## src/rtl/wpg_pkg.sv

```systemverilog
package wpg_pkg;
   localparam int N_PROT = 17;
   localparam int OFF_W  = 16;

   // configuration offsets guarded against writes while protection is on
   localparam logic [OFF_W-1:0] PROT_OFFS [0:N_PROT-1] = '{
      16'h0000, 16'h0004,   // pin control enable/disable
      16'h0010, 16'h0014,   // output driver enable/disable
      16'h0020, 16'h0024,   // glitch filter enable/disable
      16'h0050, 16'h0054,   // open-drain enable/disable
      16'h0060, 16'h0064,   // pull-up disable/enable
      16'h0070, 16'h0074,   // peripheral select words
      16'h0090, 16'h0094,   // pull-down disable/enable
      16'h00A0, 16'h00A4,   // direct output write enable/disable
      16'h0150              // capture mode
   };

   localparam logic [OFF_W-1:0] CTRL_OFF = 16'h00E4;
   localparam logic [OFF_W-1:0] STAT_OFF = 16'h00E8;
   localparam logic [23:0]      DEF_KEY  = 24'hC3A55A;
endpackage

```

## src/rtl/wpg_addr_match.sv

```systemverilog
module wpg_addr_match
   import wpg_pkg::*;
#(
   parameter int ADDR_W     = 16,
   parameter int LSB_IGNORE = 2
) (
   input  logic [ADDR_W-1:0] addr,
   output logic              prot_hit,
   output logic              ctrl_hit,
   output logic              stat_hit
);
   localparam int CMP_LO = LSB_IGNORE;

   initial begin
      if (LSB_IGNORE < 0 || LSB_IGNORE > 2)
         $error("wpg_addr_match: LSB_IGNORE must be 0..2");
   end

   logic [N_PROT-1:0] hit_vec;

   generate
      for (genvar i = 0; i < N_PROT; i++) begin : g_cmp
         localparam logic [ADDR_W-1:0] OFF_I = ADDR_W'(PROT_OFFS[i]);
         if (CMP_LO == 0) begin : g_full
            assign hit_vec[i] = (addr == OFF_I);
         end else begin : g_word
            assign hit_vec[i] = (addr[ADDR_W-1:CMP_LO] == OFF_I[ADDR_W-1:CMP_LO]);
         end
      end

      if (CMP_LO == 0) begin : g_own_full
         assign ctrl_hit = (addr == ADDR_W'(CTRL_OFF));
         assign stat_hit = (addr == ADDR_W'(STAT_OFF));
      end else begin : g_own_word
         localparam logic [ADDR_W-1:0] C_O = ADDR_W'(CTRL_OFF);
         localparam logic [ADDR_W-1:0] S_O = ADDR_W'(STAT_OFF);
         assign ctrl_hit = (addr[ADDR_W-1:CMP_LO] == C_O[ADDR_W-1:CMP_LO]);
         assign stat_hit = (addr[ADDR_W-1:CMP_LO] == S_O[ADDR_W-1:CMP_LO]);
      end
   endgenerate

   assign prot_hit = |hit_vec;

   always_comb begin
      assert_onehot_R10: assert ($onehot0(hit_vec) || $isunknown(addr))
         else $error("protected offsets overlap");
   end
endmodule

```

## src/rtl/wpg_mode_ctl.sv

```systemverilog
module wpg_mode_ctl #(
   parameter int          DATA_W = 32,
   parameter logic [23:0] KEY    = 24'hC3A55A
) (
   input  logic              clk,
   input  logic              rst_n,
   input  logic              wr,
   input  logic              ctrl_hit,
   input  logic [DATA_W-1:0] wdata,
   output logic              prot_en,
   output logic              key_wr
);
   initial begin
      if (DATA_W < 32) $error("wpg_mode_ctl: DATA_W must be at least 32");
   end

   logic key_ok;
   assign key_ok = (wdata[8 +: 24] == KEY);
   assign key_wr = wr && ctrl_hit && key_ok;

   always_ff @(posedge clk or negedge rst_n) begin
      if (!rst_n)      prot_en <= 1'b0;
      else if (key_wr) prot_en <= wdata[0];
   end

   assert_badkey_R7: assert property (@(posedge clk) disable iff (!rst_n)
      (wr && ctrl_hit && !key_ok) |=> $stable(prot_en));

   assert_keyload_R6: assert property (@(posedge clk) disable iff (!rst_n)
      key_wr |=> (prot_en == $past(wdata[0])));
endmodule

```

## src/rtl/wpg_viol_rec.sv

```systemverilog
module wpg_viol_rec #(
   parameter int ADDR_W = 16
) (
   input  logic              clk,
   input  logic              rst_n,
   input  logic              blocked,
   input  logic [ADDR_W-1:0] addr,
   input  logic              clr,
   output logic              flag,
   output logic [ADDR_W-1:0] src
);
   always_ff @(posedge clk or negedge rst_n) begin
      if (!rst_n) begin
         flag <= 1'b0;
         src  <= '0;
      end else if (blocked) begin
         flag <= 1'b1;
         src  <= addr;
      end else if (clr) begin
         flag <= 1'b0;
         src  <= '0;
      end
   end

   assert_record_R4: assert property (@(posedge clk) disable iff (!rst_n)
      blocked |=> (flag && src == $past(addr)));

   assert_sticky_R5: assert property (@(posedge clk) disable iff (!rst_n)
      (flag && !clr) |=> flag);

   assert_clear_R6: assert property (@(posedge clk) disable iff (!rst_n)
      (clr && !blocked) |=> (!flag && src == '0));
endmodule

```

## src/rtl/wrprot_guard.sv

```systemverilog
module wrprot_guard
   import wpg_pkg::*;
#(
   parameter int          ADDR_W     = 16,
   parameter int          DATA_W     = 32,
   parameter int          LSB_IGNORE = 2,
   parameter logic [23:0] KEY        = DEF_KEY
) (
   input  logic              clk,
   input  logic              rst_n,
   input  logic              bus_wr,
   input  logic [ADDR_W-1:0] bus_addr,
   input  logic [DATA_W-1:0] bus_wdata,
   input  logic [ADDR_W-1:0] rd_addr,
   output logic [DATA_W-1:0] rd_data,
   output logic              bank_wr,
   output logic [ADDR_W-1:0] bank_addr,
   output logic [DATA_W-1:0] bank_wdata
);
   localparam int SRC_LSB = 8;

   initial begin
      if (ADDR_W < 9 || ADDR_W > OFF_W) $error("wrprot_guard: ADDR_W must be 9..16");
      if (DATA_W < SRC_LSB + ADDR_W)     $error("wrprot_guard: DATA_W too narrow");
   end

   logic prot_hit, ctrl_hit, stat_hit;
   logic r_prot, r_ctrl, r_stat;
   logic prot_en, key_wr, blocked, flag;
   logic [ADDR_W-1:0] src;

   wpg_addr_match #(.ADDR_W(ADDR_W), .LSB_IGNORE(LSB_IGNORE)) u_wmatch (
      .addr(bus_addr), .prot_hit(prot_hit), .ctrl_hit(ctrl_hit), .stat_hit(stat_hit)
   );

   wpg_addr_match #(.ADDR_W(ADDR_W), .LSB_IGNORE(LSB_IGNORE)) u_rmatch (
      .addr(rd_addr), .prot_hit(r_prot), .ctrl_hit(r_ctrl), .stat_hit(r_stat)
   );

   wpg_mode_ctl #(.DATA_W(DATA_W), .KEY(KEY)) u_mode (
      .clk(clk), .rst_n(rst_n), .wr(bus_wr), .ctrl_hit(ctrl_hit),
      .wdata(bus_wdata), .prot_en(prot_en), .key_wr(key_wr)
   );

   assign blocked = bus_wr && prot_en && prot_hit;

   wpg_viol_rec #(.ADDR_W(ADDR_W)) u_rec (
      .clk(clk), .rst_n(rst_n), .blocked(blocked), .addr(bus_addr),
      .clr(key_wr), .flag(flag), .src(src)
   );

   assign bank_wr    = bus_wr && !blocked && !ctrl_hit && !stat_hit;
   assign bank_addr  = bus_addr;
   assign bank_wdata = bus_wdata;

   always_comb begin
      rd_data = '0;
      if (r_stat) begin
         rd_data[0]                  = flag;
         rd_data[SRC_LSB +: ADDR_W]  = src;
      end else if (r_ctrl) begin
         rd_data[0] = prot_en;
      end
   end

   logic unused_rprot;
   assign unused_rprot = r_prot;

   assert_drop_R2: assert property (@(posedge clk) disable iff (!rst_n)
      (bus_wr && prot_en && prot_hit) |-> !bank_wr);

   assert_pass_R3: assert property (@(posedge clk) disable iff (!rst_n)
      (bus_wr && !prot_en && !ctrl_hit && !stat_hit) |-> bank_wr);

   assert_own_R9: assert property (@(posedge clk) disable iff (!rst_n)
      (bus_wr && (ctrl_hit || stat_hit)) |-> !bank_wr);

   assert_statwr_R9: assert property (@(posedge clk) disable iff (!rst_n)
      (bus_wr && stat_hit) |=> ($stable(flag) && $stable(src)));
endmodule

```

## config.mk

```make
export PLATFORM = sky130hd
export DESIGN_NAME = wrprot_guard
export DESIGN_NICKNAME = d
export VERILOG_FILES = /design/src/rtl/wpg_pkg.sv /design/src/rtl/wpg_addr_match.sv /design/src/rtl/wpg_mode_ctl.sv /design/src/rtl/wpg_viol_rec.sv /design/src/rtl/wrprot_guard.sv
export SDC_FILE = /design/constraint.sdc
export NUM_CORES = 1
export LEC_CHECK = 0
export ABC_AREA = 1
export BUFFER_PORTS_ARGS = -buffer_cell sky130_fd_sc_hd__buf_2
export CAP_MARGIN = 20
export CORE_MARGIN = 2
export CORE_UTILIZATION = 31
export DETAILED_ROUTE_END_ITERATION = 7
export MAX_ROUTING_LAYER = met4
export PLACE_DENSITY = 0.74
export SYNTH_ARGS = -nofsm -noshare
export SYNTH_HDL_FRONTEND = slang
export SYNTH_SLANG_ARGS = --single-unit
```

## constraint.sdc

```tcl
create_clock -name clk -period 2.4 [get_ports clk]
set_clock_uncertainty 0.1 [all_clocks]
set_input_delay 0.48 -clock clk [delete_from_list [all_inputs] [get_ports clk]]
set_output_delay 0.48 -clock clk [all_outputs]
set_load 0.01 [all_outputs]
```

* After elaboration in Yosys (flattened, before gate mapping)
Cells that the tools add are included.
** Cells by class
- Reductions and logical operators :: 13
- Add/subtract/negate cells :: 0
- Divide/modulo/power cells :: 0
- Shift operators :: 0
- Multipliers :: 0
- Bitwise operators :: 0
- Muxes and demuxes :: 7
- $lt $le $gt $ge :: 0
- Equal/unequal tests :: 21
** Operators with widths (count)
- 14-bit by 6-bit == test with 1-bit output (second input constant) :: 8
- 14-bit by 5-bit == test with 1-bit output (second input constant) :: 6
- 16-bit 2-to-1 mux :: 3
- 14-bit by 3-bit == test with 1-bit output (second input constant) :: 2
- 14-bit by 4-bit == test with 1-bit output (second input constant) :: 2
- 24-bit == test (second input constant) :: 1
- 17-bit OR reduction :: 1
- 14-bit by 1-bit == test with 1-bit output (second input constant) :: 1
- 14-bit by 7-bit == test with 1-bit output (second input constant) :: 1
- 14-bit zero test :: 1
- 1-bit logical AND :: 7
- 1-bit 2-to-1 mux :: 4
- 1-bit zero test :: 3
- 2-bit nonzero test :: 1
** Storage, ports and cells
- Memories kept :: 0
- Logic and storage cells :: 44
- Memory bits (read-only) :: 0
- Bits in latches :: 0
- Bits in registers :: 18
- Input bits :: 67
- Memory bits (writable) :: 0

* Longest topological paths before layout
- Word-level depth :: 7
- Mapped depth :: 9
- Mapped depth without buffers :: 8

* Modules after synthesis
From an unflattened synthesis, not the netlist that was laid out.
** Second synthesis, totals
- Cells, all modules :: 294
- Area total of the unflattened synthesis :: 1840.5 sq um
** By module, submodules not included
- wpg_viol_rec :: cells an instance 72, times used 1, sequential area each 425.4 sq um, area each 670.6 sq um
- wrprot_guard :: cells an instance 107, times used 1, sequential area each 0.0 sq um, area each 666.9 sq um
- wpg_addr_match :: cells an instance 38, times used 2, sequential area each 0.0 sq um, area each 160.2 sq um
- wpg_mode_ctl :: cells an instance 39, times used 1, sequential area each 25.0 sq um, area each 182.7 sq um

* Least setup slack after synthesis
No wires, ideal clock.
- Kind :: input to output
- Start :: input rd_addr[15]
- End :: output rd_data[13]
- Required time :: 1.820 ns
- Arrival :: 1.388 ns
- Path slack :: 0.432 ns
- Stages on the path :: 6
- Path through :: nor2_1 nand2_1 nor3_1 nand3_1 buf_2 nor2_1
** On the way
- Longest elaborated chain between the ends :: 2
** RTL lines
- start, declared :: RTL line wrprot_guard.sv:14 : input logic [ADDR_W-1:0] rd_addr,
- 14-bit by 6-bit == test with 1-bit output :: RTL line wpg_addr_match.sv:38 : assign stat_hit = (addr[ADDR_W-1:CMP_LO] == S_O[ADDR_W-1:CMP_LO]);
- 16-bit 2-to-1 mux :: RTL line wrprot_guard.sv:58 : if (r_stat) begin
- end, declared :: RTL line wrprot_guard.sv:15 : output logic [DATA_W-1:0] rd_data,
No other way between the ends.

* Worst setup path in the final report
- Start :: input rd_addr[13]
- End :: output rd_data[8]
Same word-level chain as after synthesis.

==> impl_metrics.toml <==
[cts]
cts_sinks = 18
root_buffer = "clkbuf_8"
postCtsResizedCells = 0
post_cts_buffers = 0
cts_tree = "built"
numCtsBuffers = 3
max-clock-path-buffers = 2
clk_latency_ns = 0.25
clkTransAtPathRegs_ns = 0.06
ctsHoldBuffers = 0
htree_levels = 1

[floorplanning]
die_w_microns = 78.7
num_rows = 27
io_pins = 148
die-area_sq_um = 6190
die_h_microns = 78.7
core_sq_um = 5440
start_util_pct = 31.8

[worst_setup_path]
crit_arrival_ns = 1.53
path_cells = "buf_2 > nor2_1 > nand2_1 > nor3_1 > nand3_1 > buf_4 > nor2_1 > buf_2"
crit_path_max_fanout = 16
cpPeakStageDelay_ns = 0.23
cpMaxStageDelayCell = "nor3_1"
reg2reg_depth = 6
rrSetupSlack_ns = 1.17
r2r-end = "u_rec.src[9]"
r2r_start = "u_mode.prot_en"
start_kind = "primary input"
path_class = "primary input to primary output"
crit_required_ns = 1.82
cp-end-kind = "primary output"
cp-startpoint = "rd_addr[13]"

[logic_synthesis]
synth_top_family_by_area = "buffers and inverters"
yosys-top-cells-area = "buf_4, dfrtp_1, nor2_1"
syn_inst = 257
synthesis.area_sq_um = 1730
synth_xor_area_share_pct = 0
synth.area.mux_share_pct = 0
synth_top_area_cell = "buf_4"
synth_top_area_share_pct = 27.4
ys_ff_latch = 18
avgSynthCellArea_sq_um = 6.73
synth-simple-area-share_pct = 34.4
yosys_warnings = 0
synth_cell_types = 22
synth_compound_area_share_pct = 1.88
yosysSeqAreaShare_pct = 26.0
synthAdderAreaFrac_pct = 0

[placement]
port_buffers = 116
dpl.hpwl_mm = 3.19
dp_cells = 397
place.gp.congestion = 0.836

[global_routing]
grtUsageTotal_pct = 11.6
grt_pass1_wl_mm = 5.71
overflow = 0
grt_pass1_vias = 1404
antenna_found_initial = 0
grt_max_degree = 19

[final_layout]
fin_nets = 397
final_cells = 400
synthToLayoutAreaGrowth_pct = 17.2
diodes = 0
drive_gt1_share_pct = 44.2
nFillCells = 600
fin_util_pct = 37.3

[drt]
drtIter0Drc = 25
viasPerCell = 3.97
num_vias = 1588
routed_wl_mm = 3.65
drc = 0
firstDrtPassIters = 2
ant_nets = 0
wire_per_inst_microns = 9.12

[status]
outcome = "complete, no violations"

[sta]
slew_violations = 0
rsz0062_at_grt = "no"
fmax_mhz = 474
post-route-period-util_pct = 88.0
holdWs_ns = 0.0520
hold_viol = 0
min_period_ns = 2.11
fin_setup_tns_ns = 0
setup_viol = 0

[power]
total_power_w = 0.000677
p_leak_nw = 1.29
power_density_nw_per_um2 = 334
ir_drop_uv = 146

[flow_run]
maxCapViolations = 0

[min_path]
min_path_type = "primary input to asynchronous set/reset pin"
-- per-layer routing --
| metal | GRT usage, % | vias up | part of all wire [%] |
|---|---|---|---|
| met5 | - | - | 0 |
| met4 | 5.44 | 0 | 1.5 |
| met3 | 1.15 | 6 | 6.8 |
| met2 | 20.7 | 60 | 51 |
| met1 | 13.0 | 691 | 41 |
| li1 | - | 831 | - |
-- logic make-up after synthesis --
logic type,after synthesis
and+or+nand+nor,128
buffers and inverters,107
DFF,18
AOI/OAI and AO/OA,3
other,1
-- sequential cells by signal, summed over array words and instances (netlist names) --
register	cells
u_mode.prot_en	1
u_rec.src	16
u_rec.flag	1
-- synth_stat cells --
library cell  number
o21bai_4           1
nand2_4            2
nand3b_1           2
nor2_2            11
nor2_1            42
nand2_2            4
nand3_2            2
a21oi_1            1
o21ai_2            1
clkinv_1           1
nand4_1            1
nor3_1             2
buf_4             63
buf_6              1
inv_2              1
conb_1             1
nand2_1           38
dfrtp_1           18
inv_1             40
nand4_2            1
nand3_1           23
buf_2              1
-- placed cells by master (no fill, tap or decap), drive strengths merged --
cell type | synthesis | layout
buf | 65 | 119
nor2 | 53 | 53
nand2 | 44 | 44
inv | 41 | 41
nand3 | 25 | 25
dfrtp | 18 | 18
conb | 1 | 15
clkbuf | 0 | 3
nor3 | 2 | 2
nand3b | 2 | 2
nand4 | 2 | 2
clkinv | 1 | 1
a21oi | 1 | 1
o21bai | 1 | 1
o21ai | 1 | 1
-- how the worst max path moves through the flow --
stage,end,depth (start not counted)
2_1_floorplan,rd_data[13],6
3_3_place_gp,rd_data[14],8
3_5_place_dp,rd_data[9],8
4_1_cts,rd_data[9],8
5_1_grt,rd_data[13],8
6_report,rd_data[8],8
-- cell type report --
cell class	instances	area (sq um)	area share, %
Sequential cell	18	450	22.2
Inverter	42	158	7.78
Multi-Input combinational cell	146	684	33.8
Timing Repair Buffer	119	603	29.8
Tap cell	72	90.1	4.44
Clock buffer	3	41.3	2.04
-- where the power goes --
part                 switching, W  internal [W]
combinational           0.0000964     0.0000718
clock                   0.0000936      0.000111
sequential     0.0000000000000148      0.000303
-- worst max-delay path, delay by kind of cell --
kind / cells / cell delay [ns]
simple gates: 5 / 0.60
buf+inv: 3 / 0.44
-- stage by stage --
stage,cell area [sq um],setup WS (ns)
finish,2030,0.289
global route,2030,0.0862
CTS,2030,0.256
detailed placement,1990,0.256
global placement,1990,0.314
floorplan,1780,0.432
Note: power is estimated with default switching activity, not from simulation.
